===== src/rtl/vtg_pkg.sv =====
package vtg_pkg;

    localparam int FSEQ_W = 3;

    typedef enum logic [2:0] {
        VF_VS3    = 3'd0,
        VF_VS25   = 3'd1,
        VF_PARITY = 3'd2,
        VF_SEQ4   = 3'd3,
        VF_SEQ8   = 3'd4
    } vport_fmt_e;

    typedef struct packed {
        logic v;   // vertical reload this tick
        logic h;   // sample position reload this tick
    } load_req_t;

    // 2.5-line vertical window; lsel: 0..2 = line 0..2, 3 = any other line
    function automatic logic vs25_on(input logic odd, input logic [1:0] lsel,
                                     input logic first_half);
        logic r;
        if (odd)
            r = (lsel == 2'd0) || (lsel == 2'd1) || ((lsel == 2'd2) && first_half);
        else
            r = ((lsel == 2'd0) && !first_half) || (lsel == 2'd1) || (lsel == 2'd2);
        return r;
    endfunction

endpackage


===== src/rtl/vtg_slave_lock.sv =====
module vtg_slave_lock
    import vtg_pkg::*;
#(
    parameter int DLY_W = 8
) (
    input  logic             clk,
    input  logic             rst,
    input  logic             tick,
    input  logic             master,
    input  logic             h_from_p1,
    input  logic             lvl1,
    input  logic             lvl2,
    input  logic [DLY_W-1:0] delay,
    output load_req_t        req
);

    logic             prev1, prev2, pend, hpend;
    logic [DLY_W-1:0] cnt;
    logic             e1, e2, fire_v;

    assign e1     = lvl1 & ~prev1 & ~master;
    assign e2     = lvl2 & ~prev2 & ~master & ~h_from_p1;
    assign fire_v = tick & pend & (cnt == '0) & ~master;
    assign req.v  = fire_v;
    assign req.h  = tick & ~master & ((fire_v & h_from_p1) | hpend);

    always_ff @(posedge clk) begin
        if (rst) begin
            prev1 <= 1'b1;
            prev2 <= 1'b1;
            pend  <= 1'b0;
            hpend <= 1'b0;
            cnt   <= '0;
        end else if (tick) begin
            prev1 <= lvl1;
            prev2 <= lvl2;
            hpend <= e2;
            if (master) begin
                pend <= 1'b0;
            end else if (pend) begin
                if (cnt == '0) pend <= 1'b0;
                else           cnt  <= cnt - DLY_W'(1);
            end else if (e1) begin
                pend <= 1'b1;
                cnt  <= delay;
            end
        end
    end

    AST_SINGLE_RELOAD: assert property (@(posedge clk) disable iff (rst)
        req.v |=> !req.v);

endmodule


===== src/rtl/vtg_counters.sv =====
module vtg_counters
    import vtg_pkg::*;
#(
    parameter int PIX_W  = 12,
    parameter int LINE_W = 10
) (
    input  logic              clk,
    input  logic              rst,
    input  logic              tick,
    input  logic [PIX_W-1:0]  line_len,
    input  logic [LINE_W-1:0] field_len,
    input  logic [PIX_W-1:0]  preset_pix,
    input  logic [LINE_W-1:0] preset_line,
    input  logic              set_parity,
    input  logic              master,
    input  load_req_t         req,
    output logic [PIX_W-1:0]  pix,
    output logic [LINE_W-1:0] line,
    output logic [FSEQ_W-1:0] fseq
);

    logic pix_last, line_last;

    assign pix_last  = (pix == line_len - PIX_W'(1));
    assign line_last = (line == field_len - LINE_W'(1));

    always_ff @(posedge clk) begin
        if (rst) begin
            pix  <= '0;
            line <= '0;
            fseq <= '0;
        end else if (tick) begin
            if (req.h)         pix <= preset_pix;
            else if (pix_last) pix <= '0;
            else               pix <= pix + PIX_W'(1);

            if (req.v) begin
                line <= preset_line;
                if (set_parity) fseq <= '0;
            end else if (pix_last) begin
                if (line_last) begin
                    line <= '0;
                    fseq <= fseq + FSEQ_W'(1);
                end else begin
                    line <= line + LINE_W'(1);
                end
            end
        end
    end

    AST_PIX_WRAP: assert property (@(posedge clk) disable iff (rst)
        (tick && !req.h && pix_last) |=> (pix == '0));
    AST_FIELD_STEP: assert property (@(posedge clk) disable iff (rst)
        (tick && !req.v && pix_last && line_last) |=> (fseq == $past(fseq) + 3'd1));
    AST_LINE_LOAD: assert property (@(posedge clk) disable iff (rst)
        (tick && req.v) |=> (line == $past(preset_line)));
    AST_PIX_LOAD: assert property (@(posedge clk) disable iff (rst)
        (tick && req.h) |=> (pix == $past(preset_pix)));
    AST_MASTER_NO_LOAD: assert property (@(posedge clk) disable iff (rst)
        master |-> !(req.v || req.h));

endmodule


===== src/rtl/vtg_port_fmt.sv =====
module vtg_port_fmt
    import vtg_pkg::*;
#(
    parameter int PIX_W  = 12,
    parameter int LINE_W = 10
) (
    input  logic [PIX_W-1:0]  pix,
    input  logic [LINE_W-1:0] line,
    input  logic [FSEQ_W-1:0] fseq,
    input  logic [PIX_W-1:0]  line_len,
    input  logic [LINE_W-1:0] act_first,
    input  logic [LINE_W-1:0] act_last,
    input  logic [2:0]        vfmt,
    input  logic [PIX_W-1:0]  hs_start,
    input  logic [PIX_W-1:0]  hs_stop,
    input  logic              hs_blank_en,
    output logic              v_raw,
    output logic              h_raw,
    output logic              active
);

    vport_fmt_e       fmt;
    logic [PIX_W-1:0] half;
    logic [1:0]       lsel;

    assign fmt    = vport_fmt_e'(vfmt);
    assign half   = line_len >> 1;
    assign lsel   = (line < LINE_W'(3)) ? line[1:0] : 2'd3;
    assign active = (line >= act_first) && (line <= act_last);

    always_comb begin
        case (fmt)
            VF_VS3:    v_raw = (lsel != 2'd3);
            VF_VS25:   v_raw = vs25_on(!fseq[0], lsel, pix < half);
            VF_PARITY: v_raw = fseq[0];
            VF_SEQ4:   v_raw = (fseq[1:0] == 2'd0);
            VF_SEQ8:   v_raw = (fseq == '0);
            default:   v_raw = 1'b0;
        endcase
    end

    assign h_raw = (pix >= hs_start) && (pix < hs_stop) && !(hs_blank_en && !active);

endmodule


===== src/rtl/vtg_field_timer.sv =====
module vtg_field_timer
    import vtg_pkg::*;
#(
    parameter int PIX_W  = 12,
    parameter int LINE_W = 10,
    parameter int DLY_W  = 8
) (
    input  logic              clk,
    input  logic              rst,
    input  logic              tick,
    input  logic              master,
    input  logic [PIX_W-1:0]  line_len,
    input  logic [LINE_W-1:0] field_len,
    input  logic [LINE_W-1:0] act_first,
    input  logic [LINE_W-1:0] act_last,
    input  logic [PIX_W-1:0]  preset_pix,
    input  logic [LINE_W-1:0] preset_line,
    input  logic [2:0]        vfmt,
    input  logic [PIX_W-1:0]  hs_start,
    input  logic [PIX_W-1:0]  hs_stop,
    input  logic              hs_blank_en,
    input  logic              p1_pol,
    input  logic              p2_pol,
    input  logic [DLY_W-1:0]  slv_delay,
    input  logic              slv_h_from_p1,
    input  logic              slv_set_parity,
    input  logic              p1_in,
    input  logic              p2_in,
    output logic              p1_out,
    output logic              p1_oe,
    output logic              p2_out,
    output logic              p2_oe,
    output logic [PIX_W-1:0]  pix_cnt,
    output logic [LINE_W-1:0] line_cnt,
    output logic [2:0]        field_cnt,
    output logic              active
);

    load_req_t req;
    logic      v_raw, h_raw;

    vtg_slave_lock #(.DLY_W(DLY_W)) u_lock (
        .clk       (clk),
        .rst       (rst),
        .tick      (tick),
        .master    (master),
        .h_from_p1 (slv_h_from_p1),
        .lvl1      (p1_in ^ p1_pol),
        .lvl2      (p2_in ^ p2_pol),
        .delay     (slv_delay),
        .req       (req)
    );

    vtg_counters #(.PIX_W(PIX_W), .LINE_W(LINE_W)) u_cnt (
        .clk         (clk),
        .rst         (rst),
        .tick        (tick),
        .line_len    (line_len),
        .field_len   (field_len),
        .preset_pix  (preset_pix),
        .preset_line (preset_line),
        .set_parity  (slv_set_parity),
        .master      (master),
        .req         (req),
        .pix         (pix_cnt),
        .line        (line_cnt),
        .fseq        (field_cnt)
    );

    vtg_port_fmt #(.PIX_W(PIX_W), .LINE_W(LINE_W)) u_fmt (
        .pix         (pix_cnt),
        .line        (line_cnt),
        .fseq        (field_cnt),
        .line_len    (line_len),
        .act_first   (act_first),
        .act_last    (act_last),
        .vfmt        (vfmt),
        .hs_start    (hs_start),
        .hs_stop     (hs_stop),
        .hs_blank_en (hs_blank_en),
        .v_raw       (v_raw),
        .h_raw       (h_raw),
        .active      (active)
    );

    assign p1_out = v_raw ^ p1_pol;
    assign p2_out = h_raw ^ p2_pol;
    assign p1_oe  = master;
    assign p2_oe  = master | slv_h_from_p1;

endmodule


===== config.mk =====
export PLATFORM = sky130hd
export DESIGN_NAME = vtg_field_timer
export DESIGN_NICKNAME = d
export VERILOG_FILES = /design/src/rtl/vtg_pkg.sv /design/src/rtl/vtg_slave_lock.sv /design/src/rtl/vtg_counters.sv /design/src/rtl/vtg_port_fmt.sv /design/src/rtl/vtg_field_timer.sv
export SDC_FILE = /design/constraint.sdc
export NUM_CORES = 1
export LEC_CHECK = 0
export BUFFER_PORTS_ARGS = -buffer_cell sky130_fd_sc_hd__buf_2
export CORE_MARGIN = 2
export CORE_UTILIZATION = 53
export DETAILED_ROUTE_END_ITERATION = 12
export PLACE_DENSITY = 0.81
export SYNTH_ARGS = -nofsm -noshare
export SYNTH_HDL_FRONTEND = slang
export SYNTH_SLANG_ARGS = --single-unit

===== constraint.sdc =====
create_clock -name clk -period 3.2 [get_ports clk]
set_input_delay 0.64 -clock clk [delete_from_list [all_inputs] [get_ports clk]]
set_output_delay 0.64 -clock clk [all_outputs]
set_load 0.005 [all_outputs]

# Yosys cells after proc, flatten, opt, wreduce, memory -nomap -nowiden
# Index checks and enable logic that the tools add are counted.
totals:
  ff_bits: 37
  inputBits: 110
  out_inout_bits: 30
  wordCells: 95
op_classes:
  addsub: 6
  magnitude_cmp: 6
  eq_ne: 11
  mux: 19
  bitwise_logic: 21
  n_reduce_logical: 24
op_table:
  columns: ["cell", "n"]
  rows:
  - ["$mux 10", 3]
  - ["$mux 12", 2]
  - ["$mux 8", 3]
  - ["$add 12x1->12 const B", 1]
  - ["$eq 12x12->1", 1]
  - ["$ge 12x12->1", 1]
  - ["$lt 12x11->1", 1]
  - ["$lt 12x12->1", 1]
  - ["$mux 3", 4]
  - ["$sub 12x1->12 const B", 1]
  - ["$and 1x1->1", 11]
  - ["$add 10x1->10 const B", 1]
  - ["$eq 10x10->1", 1]
  - ["$ge 10x10->1", 1]
  - ["$le 10x10->1", 1]
  - ["$lt 10x2->1 const B", 1]
  - ["$sub 10x1->10 const B", 1]
  - ["$logic_not 8->1", 1]
  - ["$reduce_and 4->1", 2]
  - ["$sub 8x1->8 const B", 1]
  - ["$eq 3x2->1 const B", 2]
  - ["$logic_and 1x1->1", 6]
  - ["$logic_not 3->1", 2]
  - ["$ne 2x2->1 const B", 3]
  - ["other kinds (16)", 35]

# Longest topological paths before layout
logic_depth:
  ltp_word: 9
  depth_mapped: 11
  ltp_nobuf: 10

# Hierarchy
# A second synthesis with hierarchy kept.
hier_totals:
  cells_unflattened: 615
  hier_area_um2: 4624.4
modules_own_cells:
  columns: ["mod", "instances", "cells_each", "area_per_inst_um2", "seq_area_each_um2"]
  rows:
  - ["vtg_counters", 1, 320, 2389.8, 500.5]
  - ["vtg_port_fmt", 1, 198, 1437.6, 0.0]
  - ["vtg_slave_lock", 1, 91, 748.2, 240.2]
  - ["vtg_field_timer", 1, 6, 48.8, 0.0]

# Worst setup path after synthesis
# No wires, ideal clock.
synth_timing:
  path_kind: "input -> output"
  start: "in hs_stop[4]"
  end: "out p2_out"
  arrival_ns: 2.471
  required_ns: 2.560
  slack_ns: 0.089
  path_stages: 10
  n_path_buf: 0
  path_cell_list: "inv_1 > ha_1 > a21oi_1 > nor2_1 > a2111oi_0 > o31ai_1 > a221o_1 > a211oi_1 > o221a_1 > xor2_1"
synth_between:
  elab_chain_len: 4
synth_lines:
  columns: ["item", "line", "rtl"]
  rows:
  - ["start: declaration", "vtg_field_timer.sv:20", "input logic [PIX_W-1:0] hs_stop,"]
  - ["$lt 12x12->1", "vtg_port_fmt.sv:42", "assign h_raw = (pix >= hs_start) && (pix < hs_stop) && !(hs_blank_en && !active);"]
  - ["$logic_and 1x1->1 (2 in a row)", "vtg_port_fmt.sv:42", null]
  - ["$xor 1x1->1", "vtg_field_timer.sv:87", "assign p2_out = h_raw ^ p2_pol;"]
  - ["end: declaration", "vtg_field_timer.sv:31", "output logic p2_out,"]
# Every way passes these cells.

# Worst setup path in the final report
layout_timing:
  start: "in hs_stop[6]"
  end: "out p2_out"
# The elaborated chain is that of the path after synthesis.

==> results.md <==
* Tot GR Track Use at 0.2881
* Mapped Cells at 587
* Remaining global-route overflow at 0
* Setup crit end kind: primary output
* Max-cap violations at 0
* DR vias/cell at slightly below 6
* EDFF count, synth at 0
* Count leader, synth: inv_1
* Number of fill cells at between 600 and 700
* Number of distinct library cells after synthesis at 73
* Worst path required time at between 2 and 3 ns
* Setup crit start kind: input pin
* Synthesized area per cell at approximately 7.4 µm²
* Leading area contributor after synthesis: ha_1
* LEAKAGE at 0.002778 µW
* Asr flop ratio synth at 0
* Slowest CP cell: a221o_1
* Pre-Repair DR Iteration Count at 5
* RSZ-0062 raised after global routing: true
* Clk_lat worst skew at 0.29 ns
* Max VDD drop at ~0.21 mV
* Hold Vio Cnt, Final at 0
* CP Cell Sequence: buf_6 -> inv_4 -> ha_4 -> a21o_1 -> a2111oi_4 -> o31ai_2 -> a221o_1 -> a211oi_2 -> o221a_1 -> xor2_1 -> buf_2
* Yosys top cell area share at 0.1736
* Floorplan core area at slightly below 8000 µm²
* CTS tree: done
* Synth top area cells: ha_1 17%, dfxtp_1 17%, inv_1 6.6%, xnor2_1 4.5%, a21oi_1 4.4%
* Critical path class: input pin to primary output
* Chip Width at around 94 µm
* TritonCTS Sinks at 37
* DPL Wire Length at ~11000 µm
* Slew @ Worst Pin at ~0.55 ns
* Max Clk Rate at ~310 MHz
* Area Growth Syn to Fin at 28.75%
* Status: completed
* Crit-path max cell delay at roughly 0.32 ns
* Largest net degree at the start of global routing at 21
* Port Buf Inserts at ~140
* Final Core Density at 0.7133
* # setup viols final at 0
* Flop and latch count out of synthesis at 37
* Setup Skew at 0.004903 ns
* Die Y at between 90 and 100 µm
* Number of antenna violations at the first check in global routing at 0
* Worst min path class: register to register
* Layout cells sized above 1 at 0.2933
* Fin. max-slew vios at 0
* H-tree levels at 2
* Via count at between 5000 and 6000
* TritonCTS Buffers at 5
* Synthesized area at between 4000 and 5000 µm²
* Period utilization at 0.9956
* Clk pin slew, worst setup/hold paths at 0.07 ns
* Minimum clock period at 3.186 ns
* Total routed wirelength at between 10000 and 15000 µm
* Total chip power at approximately 1100 µW
* Antenna Cells at 0
* Sequential area share after synthesis at 0.1712
* Vias in the first global route at 4671
* Top-level I/O count at 140
* Top post-synthesis cells by count: 76 x inv_1, 60 x ha_1, 49 x nor2_1, 41 x nand2_1, 38 x a21oi_1
* First-pass GRT wire length at around 21000 µm
* Relative slew slack at 0.6334
* Initial Utilization at 0.5540
* Gpl congestion at roughly 0.91
* Hold buffers post-CTS at 0
* Antenna viol nets, final at 0
* Clock buffer depth at 2
* Wire per inst at between 15 and 20 µm
* Syn_nets at approximately 760
* Clk Tree Root Cell: clkbuf_8
* Final #Nets at between 900 and 1000
* CP arrival at ~2.6 ns
* DRC errors left at 0
* Ys Warns at 0
* Starting DRT DRC Count at roughly 490
* Die area at a little under 9000 µm²
* Site row count at 32
* CP Max Fanout at 2
* Synth Flop Type: dfxtp_1
* Cell Pwr Density at a little over 200 nW/µm²
[worst paths after layout]
path | endpoint | cells past startpoint | slack (ns) | startpoint
setup / recovery | p2_out | 11 | 0.01 | hs_stop[6]
hold reg to reg | u_lock.prev1$_SDFFE_PP1P_ | 2 | 0.49 | u_lock.prev1$_SDFFE_PP1P_
hold / removal | u_lock.prev1$_SDFFE_PP1P_ | 2 | 0.49 | u_lock.prev1$_SDFFE_PP1P_
setup reg to reg | u_cnt.pix[3]$_SDFFE_PP0P_ | 11 | 0.21 | u_lock.cnt[0]$_SDFFE_PP0P_
[worst max-delay path, delay by kind of cell]
kind | cells | cell delay (ns)
AO/OA/AOI/OAI | 6 | 1.31
buffers and inverters | 3 | 0.27
adder cells (fa/ha/maj) | 1 | 0.20
XOR/XNOR | 1 | 0.13
[cell families after synthesis]
| logic type | synth area share |
|---|---|
| DFF | 0.1712 |
| muxes | 0.009546 |
| AOI/OAI and AO/OA | 0.2505 |
| xor gates and xnor gates | 0.06682 |
| adders and majority gates | 0.1736 |
| buffers and inverters | 0.08967 |
| and+or+nand+nor | 0.2386 |
[cells in the final DEF (no fill, tap or decap), types with 13 or more instances in the layout]
cell       n
buf_2    137
inv_1     72
ha_1      56
nor2_1    49
nand2_1   41
buf_4     37
a21oi_1   34
dfxtp_1   34
nand3_1   24
xnor2_1   22
o21ai_0   17
a21o_1    13
[sequential cells by signal, summed over array words and instances, names as in the netlist]
name and count:
u_lock.cnt 8, u_lock.hpend 1, u_lock.prev1 1, u_cnt.line 10, u_lock.pend 1, u_cnt.pix 12, u_cnt.fseq 3, u_lock.prev2 1
[timing repair]
action | in CTS | in global routing
pin swaps | 11 | 4
resized for setup | 20 | 11
buffers inserted | 1 | 0
setup endpoints to repair | 1 | 2
[area by class of cell]
class	count	area (µm²)	area share
clock buffer	6	72.57	0.01303
clock inverter	2	10.01	0.001797
inverter	77	294.0	0.05280
multi-input combinational	450	3308	0.5940
sequential	37	744.5	0.1337
tap	102	127.6	0.02292
timing repair buffer	178	1012	0.1818
[metal layers]
layer / track usage / vias to the layer above / wire length, µm
li1: - / 2448 / -
met1: 0.3669 / 2338 / 5506
met2: 0.4994 / 246 / 6356
met3: 0.05267 / 30 / 1241
met4: 0.07971 / 0 / 280
met5: 0 / - / 0
[metrics by stage]
stage	area (µm²)	std cells	hold WS (ns)	setup TNS [ns]	setup slack [ns]
after detailed placement	5335	843	0.4749	-0.3684	-0.2843
after CTS	5518	852	0.4944	-0.04987	-0.04987
after global placement	5335	843	0.4569	-0.1755	-0.1755
final	5569	852	0.4872	0	0.01419
after global routing	5569	852	0.5293	-0.2032	-0.1033
after floorplan	4325	587	0.4449	0	0.08859
[power by group]
group | switching (µW) | leakage [µW] | total, µW | internal, µW
Clock | 163 | 0.0000450 | 314 | 151
Sequential | 12.6 | 0.000301 | 483 | 470
Combinational | 177 | 0.00243 | 339 | 162
Note: power is estimated with default switching activity, not from simulation.
